===== src/rtl/bg_pkg.sv =====
package bg_pkg;
    localparam int SDIV_W   = 16;
    localparam int BDIV_W   = 8;
    localparam int PRE_W    = 3;
    localparam int BDIV_MIN = 4;
    localparam int SDIV_RST = 'h28B;
    localparam int BDIV_RST = 15;

    typedef enum logic [1:0] {
        ST_LOAD = 2'd0,
        ST_OFF  = 2'd1,
        ST_RUN  = 2'd2
    } bg_state_e;
endpackage


===== src/rtl/bg_ctrl.sv =====
module bg_ctrl
    import bg_pkg::*;
(
    input  logic clk,
    input  logic rst_n,
    input  logic restart,
    input  logic sdiv_zero,
    output logic run
);
    bg_state_e state_q, state_d;

    always_ff @(posedge clk) begin
        if (!rst_n) state_q <= ST_LOAD;
        else        state_q <= state_d;
    end

    always_comb begin
        state_d = state_q;
        if (restart) begin
            state_d = ST_LOAD;
        end else begin
            unique case (state_q)
                ST_LOAD: state_d = sdiv_zero ? ST_OFF : ST_RUN;
                ST_OFF:  state_d = ST_OFF;
                ST_RUN:  state_d = ST_RUN;
                default: state_d = ST_LOAD;
            endcase
        end
    end

    always_comb begin
        run = (state_q == ST_RUN);
    end
endmodule


===== src/rtl/bg_prescale.sv =====
module bg_prescale #(
    parameter int PRE_W = 3
) (
    input  logic clk,
    input  logic rst_n,
    input  logic clr,
    input  logic run,
    input  logic slow,
    output logic src_en
);
    localparam logic [PRE_W-1:0] PRE_LAST = '1;

    logic [PRE_W-1:0] cnt_q;

    always_ff @(posedge clk) begin
        if (!rst_n || clr) cnt_q <= '0;
        else if (run)      cnt_q <= cnt_q + 1'b1;
    end

    always_comb begin
        src_en = run && (!slow || (cnt_q == PRE_LAST));
    end
endmodule


===== src/rtl/bg_divider.sv =====
module bg_divider #(
    parameter int W = 16
) (
    input  logic         clk,
    input  logic         rst_n,
    input  logic         clr,
    input  logic         en,
    input  logic [W-1:0] term,
    output logic         hit
);
    logic [W-1:0] cnt_q;

    always_comb begin
        hit = en && (cnt_q == term);
    end

    always_ff @(posedge clk) begin
        if (!rst_n || clr) cnt_q <= '0;
        else if (en)       cnt_q <= hit ? '0 : cnt_q + 1'b1;
    end
endmodule


===== src/rtl/baud_tick_gen.sv =====
module baud_tick_gen
    import bg_pkg::*;
#(
    parameter int SDIV_WIDTH = SDIV_W,
    parameter int BDIV_WIDTH = BDIV_W,
    parameter int PRE_WIDTH  = PRE_W,
    parameter int BDIV_LOW   = BDIV_MIN,
    parameter int SDIV_INIT  = SDIV_RST,
    parameter int BDIV_INIT  = BDIV_RST
) (
    input  logic                  clk,
    input  logic                  rst_n,
    input  logic                  wr_sample_div,
    input  logic [SDIV_WIDTH-1:0] sample_div_in,
    input  logic                  wr_baud_div,
    input  logic [BDIV_WIDTH-1:0] baud_div_in,
    input  logic                  wr_clk_sel,
    input  logic                  clk_sel_in,
    output logic                  sample_tick,
    output logic                  baud_tick
);
    localparam logic [BDIV_WIDTH-1:0] BDIV_FLOOR = BDIV_WIDTH'(BDIV_LOW);
    localparam logic [SDIV_WIDTH-1:0] SDIV_ONE   = SDIV_WIDTH'(1);

    logic [SDIV_WIDTH-1:0] sdiv_q;
    logic [BDIV_WIDTH-1:0] bdiv_q;
    logic                  csel_q;
    logic                  bdiv_ok;
    logic                  restart;
    logic                  run;
    logic                  src_en;
    logic                  s_hit;
    logic                  b_hit;

    always_comb begin
        bdiv_ok = wr_baud_div && (baud_div_in >= BDIV_FLOOR);
        restart = wr_sample_div || bdiv_ok || wr_clk_sel;
    end

    // divisor and source-select registers
    always_ff @(posedge clk) begin
        if (!rst_n) begin
            sdiv_q <= SDIV_WIDTH'(SDIV_INIT);
            bdiv_q <= BDIV_WIDTH'(BDIV_INIT);
            csel_q <= 1'b0;
        end else begin
            if (wr_sample_div) sdiv_q <= sample_div_in;
            if (bdiv_ok)       bdiv_q <= baud_div_in;
            if (wr_clk_sel)    csel_q <= clk_sel_in;
        end
    end

    bg_ctrl u_ctrl (
        .clk       (clk),
        .rst_n     (rst_n),
        .restart   (restart),
        .sdiv_zero (sdiv_q == '0),
        .run       (run)
    );

    bg_prescale #(.PRE_W(PRE_WIDTH)) u_pre (
        .clk    (clk),
        .rst_n  (rst_n),
        .clr    (restart),
        .run    (run),
        .slow   (csel_q),
        .src_en (src_en)
    );

    bg_divider #(.W(SDIV_WIDTH)) u_stage1 (
        .clk   (clk),
        .rst_n (rst_n),
        .clr   (restart),
        .en    (src_en),
        .term  (sdiv_q - SDIV_ONE),
        .hit   (s_hit)
    );

    bg_divider #(.W(BDIV_WIDTH)) u_stage2 (
        .clk   (clk),
        .rst_n (rst_n),
        .clr   (restart),
        .en    (s_hit),
        .term  (bdiv_q),
        .hit   (b_hit)
    );

    // registered strobes, suppressed in the write cycle
    always_ff @(posedge clk) begin
        if (!rst_n || restart) begin
            sample_tick <= 1'b0;
            baud_tick   <= 1'b0;
        end else begin
            sample_tick <= s_hit;
            baud_tick   <= b_hit;
        end
    end
endmodule


===== config.mk =====
export PLATFORM = sky130hd
export DESIGN_NAME = baud_tick_gen
export DESIGN_NICKNAME = d
export VERILOG_FILES = /design/src/rtl/bg_pkg.sv /design/src/rtl/bg_ctrl.sv /design/src/rtl/bg_prescale.sv /design/src/rtl/bg_divider.sv /design/src/rtl/baud_tick_gen.sv
export SDC_FILE = /design/constraint.sdc
export NUM_CORES = 1
export LEC_CHECK = 0
export BUFFER_PORTS_ARGS = -buffer_cell sky130_fd_sc_hd__buf_2
export CORE_UTILIZATION = 40
export DETAILED_ROUTE_END_ITERATION = 10
export PLACE_DENSITY_LB_ADDON = 0.25
export SYNTH_ARGS = -nofsm -noshare
export SYNTH_HDL_FRONTEND = slang
export SYNTH_SLANG_ARGS = --single-unit

===== constraint.sdc =====
create_clock -name clk -period 2.7 [get_ports clk]
set_clock_uncertainty 0.05 [all_clocks]
set_input_delay 0.405 -clock clk [delete_from_list [all_inputs] [get_ports clk]]
set_output_delay 0.405 -clock clk [all_outputs]
set_load 0.02 [all_outputs]

# Word-level counts from Yosys, hierarchy flattened
# Cells that the tools add are included.
word_totals:
  regBits: 56
  output_inout_bits: 2
  wordCells: 37
classes:
  add_sub_neg: 4
  magnitude_cmp: 1
  n_eq_ne: 5
  n_mux: 4
  n_bitwise: 1
  n_reduce_logical: 13
ops:
  columns: ["op", "count"]
  rows:
  - ["adder 16 x 1 -> 16 bit, second input constant", 1]
  - ["== test 16 bit", 1]
  - ["zero test 16 bit", 1]
  - ["two-way mux 16 bit", 1]
  - ["subtractor 16 x 1 -> 16 bit, second input constant", 1]
  - ["adder 8 x 1 -> 8 bit, second input constant", 1]
  - ["== test 8 bit", 1]
  - ["greater-or-equal comparator 8 x 3 -> 1 bit, second input constant", 1]
  - ["two-way mux 8 bit", 1]
  - ["case mux 2 bit (3 select lines)", 1]
  - ["logical AND 1 bit", 4]
  - ["logical OR 1 bit", 4]
  - ["adder 3 x 1 -> 3 bit, second input constant", 1]
  - ["== test 3 bit, second input constant", 1]
  - ["== test 2 x 1 -> 1 bit, second input constant", 1]
  - ["== test 2 bit, second input constant", 1]
  - ["zero test 1 bit", 2]
  - ["zero test 2 bit", 1]
  - ["two-way mux 2 bit", 1]
  - ["OR reduction 2 bit", 1]
  - ["NOT 1 bit", 1]

# Depth between registers and ports, before layout
# Gate-level depths: netlist of run 1.
logic_depth:
  depth_word: 6
  ltp_mapped: 11
  ltp_nobuf: 9

# Hierarchy
# From an unflattened synthesis of run 1, not the netlist that was laid out.
unflattened:
  hier_cells: 318
  area_unflattened_um2: 2954.1
modules_own_cells:
  columns: ["mod", "n_inst", "cells_each", "area_per_inst_um2"]
  rows:
  - ["baud_tick_gen", 1, 137, 1292.5]
  - ["bg_divider (u_stage1)", 1, 107, 962.2]
  - ["bg_divider (u_stage2)", 1, 52, 466.7]
  - ["bg_prescale", 1, 14, 142.6]
  - ["bg_ctrl", 1, 8, 90.1]

# Least setup slack after synthesis of run 1
# OpenSTA, ideal clock, no wires.
synth_timing:
  kind: "register -> register"
  from: "reg sdiv_q[0]"
  to: "reg u_stage2.cnt_q[1]"
  setup_time_ns: 0.115
  t_arrival_ns: 2.755
  required_ns: 2.535
  slack_ns: -0.220
  path_stages_with_launch: 11
  synth_period_minus_slack_ns: 2.920
  path_cell_list: "dfxtp_1 > inv_1 > ha_1 > nor3b_2 > nand4_1 > xnor2_1 > or4b_4 > or4b_1 > buf_2 > and3_1 > a31o_1"
synth_between:
  elab_chain_cells: 5
synth_lines:
  columns: ["item", "line", "text"]
  rows:
  - ["start: declaration", "baud_tick_gen.sv:25", "logic [SDIV_WIDTH-1:0] sdiv_q;"]
  - ["start signal: assignment", "baud_tick_gen.sv:43", "sdiv_q <= SDIV_WIDTH'(SDIV_INIT);"]
  - ["start signal: assignment", "baud_tick_gen.sv:47", "if (wr_sample_div) sdiv_q <= sample_div_in;"]
  - ["subtractor 16 x 1 -> 16 bit (*)", "baud_tick_gen.sv:75", ".term (sdiv_q - SDIV_ONE),"]
  - ["== test 16 bit (*)", "bg_divider.sv:14", "hit = en && (cnt_q == term);"]
  - ["logical AND 1 bit (*)", "bg_divider.sv:14", null]
  - ["logical AND 1 bit", "bg_divider.sv:14", null]
  - ["two-way mux 8 bit", "bg_divider.sv:19", "else if (en) cnt_q <= hit ? '0 : cnt_q + 1'b1;"]
  - ["end signal: assignment", "bg_divider.sv:19", null]
  - ["end: declaration", "bg_divider.sv:11", "logic [W-1:0] cnt_q;"]
# Every way passes the cells marked *; elsewhere a longest branch is shown, timed or not.
# A chain may end at the register's enable or synchronous reset.

# Final worst setup path of run 1
layout_timing:
  from: "reg sdiv_q[1]"
  to: "reg u_stage2.cnt_q[1]"
# The elaborated chain is that of the path after synthesis.

==> flow_summary.yaml, run 1 <==
power:
  internal_power_w: 0.00115
  power_density_nw_per_um2: 428
  leakagePower_nw: 1.43
  comb_power_share: 0.119
  clkPwrFrac: 0.309
  power.share.sequential: 0.573
  swShare: 0.244
  ir_drop_mv: 0.235
  total_power_w: 0.00152
  p_sw_w: 0.000372
floorplanning:
  die_h_um: 87.8
  ios: 32
  die_area_um2: 7710
  fp.coreArea_um2: 6940
  rows: 30
  start_util: 0.424
  die_w_um: 87.8
min_path:
  hold_class: "primary input to flop"
  hold-path-cell-count: 3
  min_from: "baud_div_in[1]"
worst_setup_path:
  crit_family: "simple AND/OR/NAND/NOR gates"
  cp_max_fo: 4
  startpoint: "sdiv_q[1]"
  crit_path_end_kind: "flop"
  cp_num_cells: 9
  cp_cell_sequence: "inv_4 -> ha_4 -> nor3b_4 -> nand4b_1 -> xnor2_1 -> or4b_4 -> or4b_4 -> and3_4 -> a31o_1"
  crit_required_ns: 2.86
  cp_data_arrival_time_ns: 2.86
  path_class: "flop to flop"
  critPathLaunchType: "flop"
  cp_slowest_cell: "or4b_4"
  reg2reg_from: "sdiv_q[1]"
  path_buf_inv: 1
  cpMostUsedCell: "or4b_4"
  ff2ff_path_depth: 9
  max_stage_delay_ns: 0.57
logic_synthesis:
  yosysTopAreaCell: "dfxtp_1"
  synth_fa_ha_area_frac: 0.0255
  syn_inst: 334
  syn_nets: 370
  yosysSeqAreaShare: 0.380
  netlist_top_cells_area: "dfxtp_1, xor2_1, xnor2_1"
  synth_mux_area_frac: 0.0577
  ys.warnings.count: 0
  synth.top_cell.area_share: 0.380
  yosys_register_bits: 56
  ys_top_cells_by_count: "dfxtp_1, nand2_1, nor2_1"
  ys.flop_type: "dfxtp_1"
  netlist_area_um2: 2950
  synthArstFlopShare: 0
  synth_top_family_by_area: "simple AND/OR/NAND/NOR gates"
  synth_compound_area_frac: 0.0994
  synth_cell_types: 54
  avgSynthCellArea_um2: 8.82
  synth.most_common_cell: "dfxtp_1"
  synth-edff-count: 0
  synth_xor_area_frac: 0.131
  synth_simple_gate_area_frac: 0.279
final_layout:
  fillers: 659
  drive_gt1_frac: 0.248
  num_antenna_cells: 0
  area_growth_pct: 20.9
  final_area_um2: 3560
  nets: 426
sta:
  setup_ws_ns: 0.00476
  final_max_slew_viol_count: 0
  report.final.hold_viol_count: 0
  slew_headroom: 0.636
  finalSetupViolCount: 0
  tns_ns: 0
  post-route-period-util: 0.998
  max_freq_mhz: 371
  rsz0062_at_grt: "true"
  tightest_slew_ns: 0.542
  min_period_ns: 2.70
routing:
  drt_iter0_drc: 158
  dr.pass1.iters: 4
  ant_nets: 0
  drc_errors: 0
  vias_per_cell: 5.04
  drt_wl_total_mm: 6.25
  vias: 2456
  routedWlPerCell_um: 12.8
clock_network:
  numCtsBuffers: 5
  clkSinkCount: 56
  cts_hold_buf: 0
  cts_tree: "built"
  cts.path.max_buffers: 2
  clkTransAtPathRegs_ns: 0.10
  cts_root_buf: "clkbuf_8"
  h-tree-depth: 2
  clk_latency_ns: 0.31
global_routing:
  grt_max_degree: 28
  grt_usage: 0.173
  grt_first_pass_wirelength_mm: 10.4
  grt_pass1_vias: 2215
  grt_antenna_before_repair: 0
  grt_overflow: 0
job:
  drv_cap: 0
placement:
  io_buffers: 31
  place_ws_ns: -0.0651
  gp_congestion: 0.861
  hpwl_mm: 4.82
  dpl_cell_area_um2: 3410
status:
  outcome: "finished, final reports clean"
-- cell type report --
| class | count | area (um^2) | share of cell area |
|---|---|---|---|
| multi-input cells | 258 | 1810 | 0.507 |
| flip-flops and latches | 56 | 1130 | 0.317 |
| repair buffers | 61 | 384 | 0.108 |
| well taps | 96 | 120 | 0.0337 |
| clock buffers | 8 | 90.1 | 0.0253 |
| inverters | 8 | 35.0 | 0.00983 |
-- through the flow --
| step | hold slack, ns | utilization | instances |
|---|---|---|---|
| after global placement | 0.380 | 0.492 | 477 |
| final | 0.260 | 0.513 | 487 |
| after detailed placement | 0.393 | 0.492 | 477 |
| after CTS | 0.256 | 0.505 | 485 |
| after floorplan | 0.368 | - | 334 |
| after global routing | 0.263 | 0.513 | 487 |
-- worst register-to-register path, cell delays in order (launching register included) --
cell and delay (ns):
dfxtp_4 0.38, inv_4 0.06, ha_4 0.12, nor3b_4 0.22, nand4b_1 0.14, xnor2_1 0.16, or4b_4 0.52, or4b_4 0.57
and3_4 0.20, a31o_1 0.17
-- cell families after synthesis --
logic type	count (synthesis)
xor+xnor	44
buf+inv	20
mux	17
compound gates	43
simple gates	148
flops	56
fa+ha+maj	6
-- power groups by stage --
stage / clock, W / sequential [W] / combinational (W)
floorplan: 0 / 0.000892 / 0.000106
global placement: 0 / 0.000892 / 0.000173
detailed placement: 0 / 0.000893 / 0.000176
CTS: 0.000480 / 0.000873 / 0.000177
global route: 0.000520 / 0.000878 / 0.000201
finish: 0.000471 / 0.000873 / 0.000181
-- cell usage in the layout, fill, tap and decap left out, types with 13 or more instances in the layout --
master	n
a21oi_1	13
nand2_1	35
nor2_1	30
xnor2_1	20
xor2_1	24
nor2b_1	15
mux2i_1	17
buf_4	29
nand3_1	16
dfxtp_1	54
buf_2	31
-- sequential cells by signal, indices dropped and copies added, names as in the netlist --
name and cells:
sdiv_q 16, u_stage1.cnt_q 16, bdiv_q 8, u_stage2.cnt_q 8
u_pre.cnt_q 3, u_ctrl.state_q 2, baud_tick 1, csel_q 1
sample_tick 1
-- per-layer routing --
metal / GRT usage / part of all wire
met2: 0.262 / 0.43
met5: 0 / 0
met1: 0.250 / 0.52
met3: 0.0302 / 0.034
met4: 0.0551 / 0.012
-- final timing paths --
path / to / slack, ns
max: u_stage2.cnt_q[1] / 0.005
min: bdiv_q[1] / 0.26
max reg2reg: u_stage2.cnt_q[1] / 0.005
min reg2reg: u_ctrl.state_q[0] / 0.40
-- what timing repair did --
action,in CTS,in global routing
setup endpoints to repair,16,23
cloned,0,1
gates resized for setup,1,10
pin swaps,1,1
buffers inserted,0,1
(Power assumes the default switching activity.)
==> run 2: changes to the inputs <==
RECOVER_POWER = 25   (was default)
==> flow_summary.yaml, run 2 (synthesized netlist as in run 1, its figures left out) <==
status:
  outcome: "finished, final reports clean"
sta:
  rsz0062_at_grt: "true"
  post-route-period-util: 0.998
  slew_headroom: 0.357
  max_freq_mhz: 371
  tightest_slew_ns: 0.965
  setup_ws_ns: 0.00457
  min_period_ns: 2.70
  finalSetupViolCount: 0
  final_max_slew_viol_count: 0
  report.final.hold_viol_count: 0
final_layout:
  final_area_um2: 3560
  num_antenna_cells: 0
  final_cell_mix: "dfxtp_1, nand2_1, nor2_1, buf_2, buf_4"
  top_regs: "sdiv_q x16, u_stage1.cnt_q x16"
  fillers: 660
  final_common_cell: "dfxtp_1"
  nets: 426
  area_growth_pct: 20.9
  drive_gt1_frac: 0.246
global_routing:
  grt_overflow: 0
  grt_usage: 0.173
  grt_first_pass_wirelength_mm: 10.4
  grt_antenna_before_repair: 0
  grt_max_degree: 28
  grt_pass1_vias: 2215
worst_setup_path:
  r2r_slack_ns: 0.005
  path_class: "flop to flop"
  crit_path_end_kind: "flop"
  cp_max_fo: 4
  cp_data_arrival_time_ns: 2.86
  cp_slowest_cell: "or4b_4"
  cpMostUsedCell: "or4b_4"
  max_stage_delay_ns: 0.57
  path_buf_inv: 1
  critPathLaunchType: "flop"
  cp_cell_sequence: "inv_4 -> ha_4 -> nor3b_4 -> nand4b_1 -> xnor2_1 -> or4b_4 -> or4b_4 -> and3_4 -> a31o_1"
  crit_required_ns: 2.86
  crit_family: "simple AND/OR/NAND/NOR gates"
placement:
  io_buffers: 31
  place_ws_ns: -0.0651
  dpl_cell_area_um2: 3410
  gp_congestion: 0.861
  hpwl_mm: 4.82
floorplanning:
  die_area_um2: 7710
  start_util: 0.424
  fp.coreArea_um2: 6940
  die_w_um: 87.8
  rows: 30
  die_h_um: 87.8
  ios: 32
clock_network:
  clkSinkCount: 56
  h-tree-depth: 2
  cts_root_buf: "clkbuf_8"
  clkTransAtPathRegs_ns: 0.10
  numCtsBuffers: 5
  cts_tree: "built"
  cts_hold_buf: 0
  cts.path.max_buffers: 2
  clk_latency_ns: 0.30
routing:
  dr.pass1.iters: 4
  ant_nets: 0
  vias_per_cell: 5.05
  vias: 2459
  drc_errors: 0
  routedWlPerCell_um: 12.8
  drt_iter0_drc: 158
  drt_wl_total_mm: 6.25
power:
  ir_drop_mv: 0.235
  leakagePower_nw: 1.42
  power_density_nw_per_um2: 428
  total_power_w: 0.00152
min_path:
  hold_class: "primary input to flop"
job:
  drv_cap: 0
-- run 2: changes by cell type in the layout (fill, tap and decap cells not counted) --
cell,change
clkbuf_1,+1
buf_2,-1
-- run 2: tightest hold or removal path, cell delays in order --
cell,delay [ns]
buf_2,0.08
mux2i_1,0.05
nand2_1,0.05
-- run 2: final timing paths --
| check | start | end | depth (start not counted) |
|---|---|---|---|
| setup / recovery | sdiv_q[1] | u_stage2.cnt_q[1] | 9 |
| hold / removal | baud_div_in[1] | bdiv_q[1] | 3 |
| setup reg to reg | sdiv_q[1] | u_stage2.cnt_q[1] | 9 |
| hold reg to reg | u_ctrl.state_q[1] | u_ctrl.state_q[0] | 1 |
-- run 2: timing repair --
action / CTS / global route
buffers inserted: 0 / 1
pin swaps: 1 / 1
setup endpoints to repair: 16 / 23
gates resized for setup: 1 / 10
gates cloned: 0 / 1
-- run 2: area by class of cell --
type                            count  area [um^2]  area share
Tap cell                           96          120      0.0337
Inverter                            8         35.0     0.00983
Multi-Input combinational cell    258         1810       0.507
Timing Repair Buffer               61          383       0.107
Clock buffer                        8         90.1      0.0253
Sequential cell                    56         1130       0.317
-- run 2: metal layers --
metal	part of all wire	global-route usage	vias to the layer above
met2	0.43	0.262	44
met5	0	0	-
met3	0.035	0.0302	6
li1	-	-	1287
met4	0.011	0.0551	0
met1	0.52	0.250	1122
-- run 2: power by group --
part / leakage (nW) / total [W] / internal [W] / switching (W)
Combinational: 0.922 / 0.000181 / 0.0000941 / 0.0000867
Clock: 0.0455 / 0.000470 / 0.000210 / 0.000260
Sequential: 0.457 / 0.000873 / 0.000848 / 0.0000247
Total: 1.42 / 0.00152 / 0.00115 / 0.000372
-- run 2: through the flow --
step,instances,hold slack (ns),utilization,setup TNS [ns]
6_report,487,0.261,0.513,0
2_1_floorplan,334,0.368,-,-0.475
4_1_cts,485,0.256,0.505,0
3_3_place_gp,477,0.380,0.492,0
5_1_grt,487,0.263,0.513,-1.21
3_5_place_dp,477,0.393,0.492,-0.845
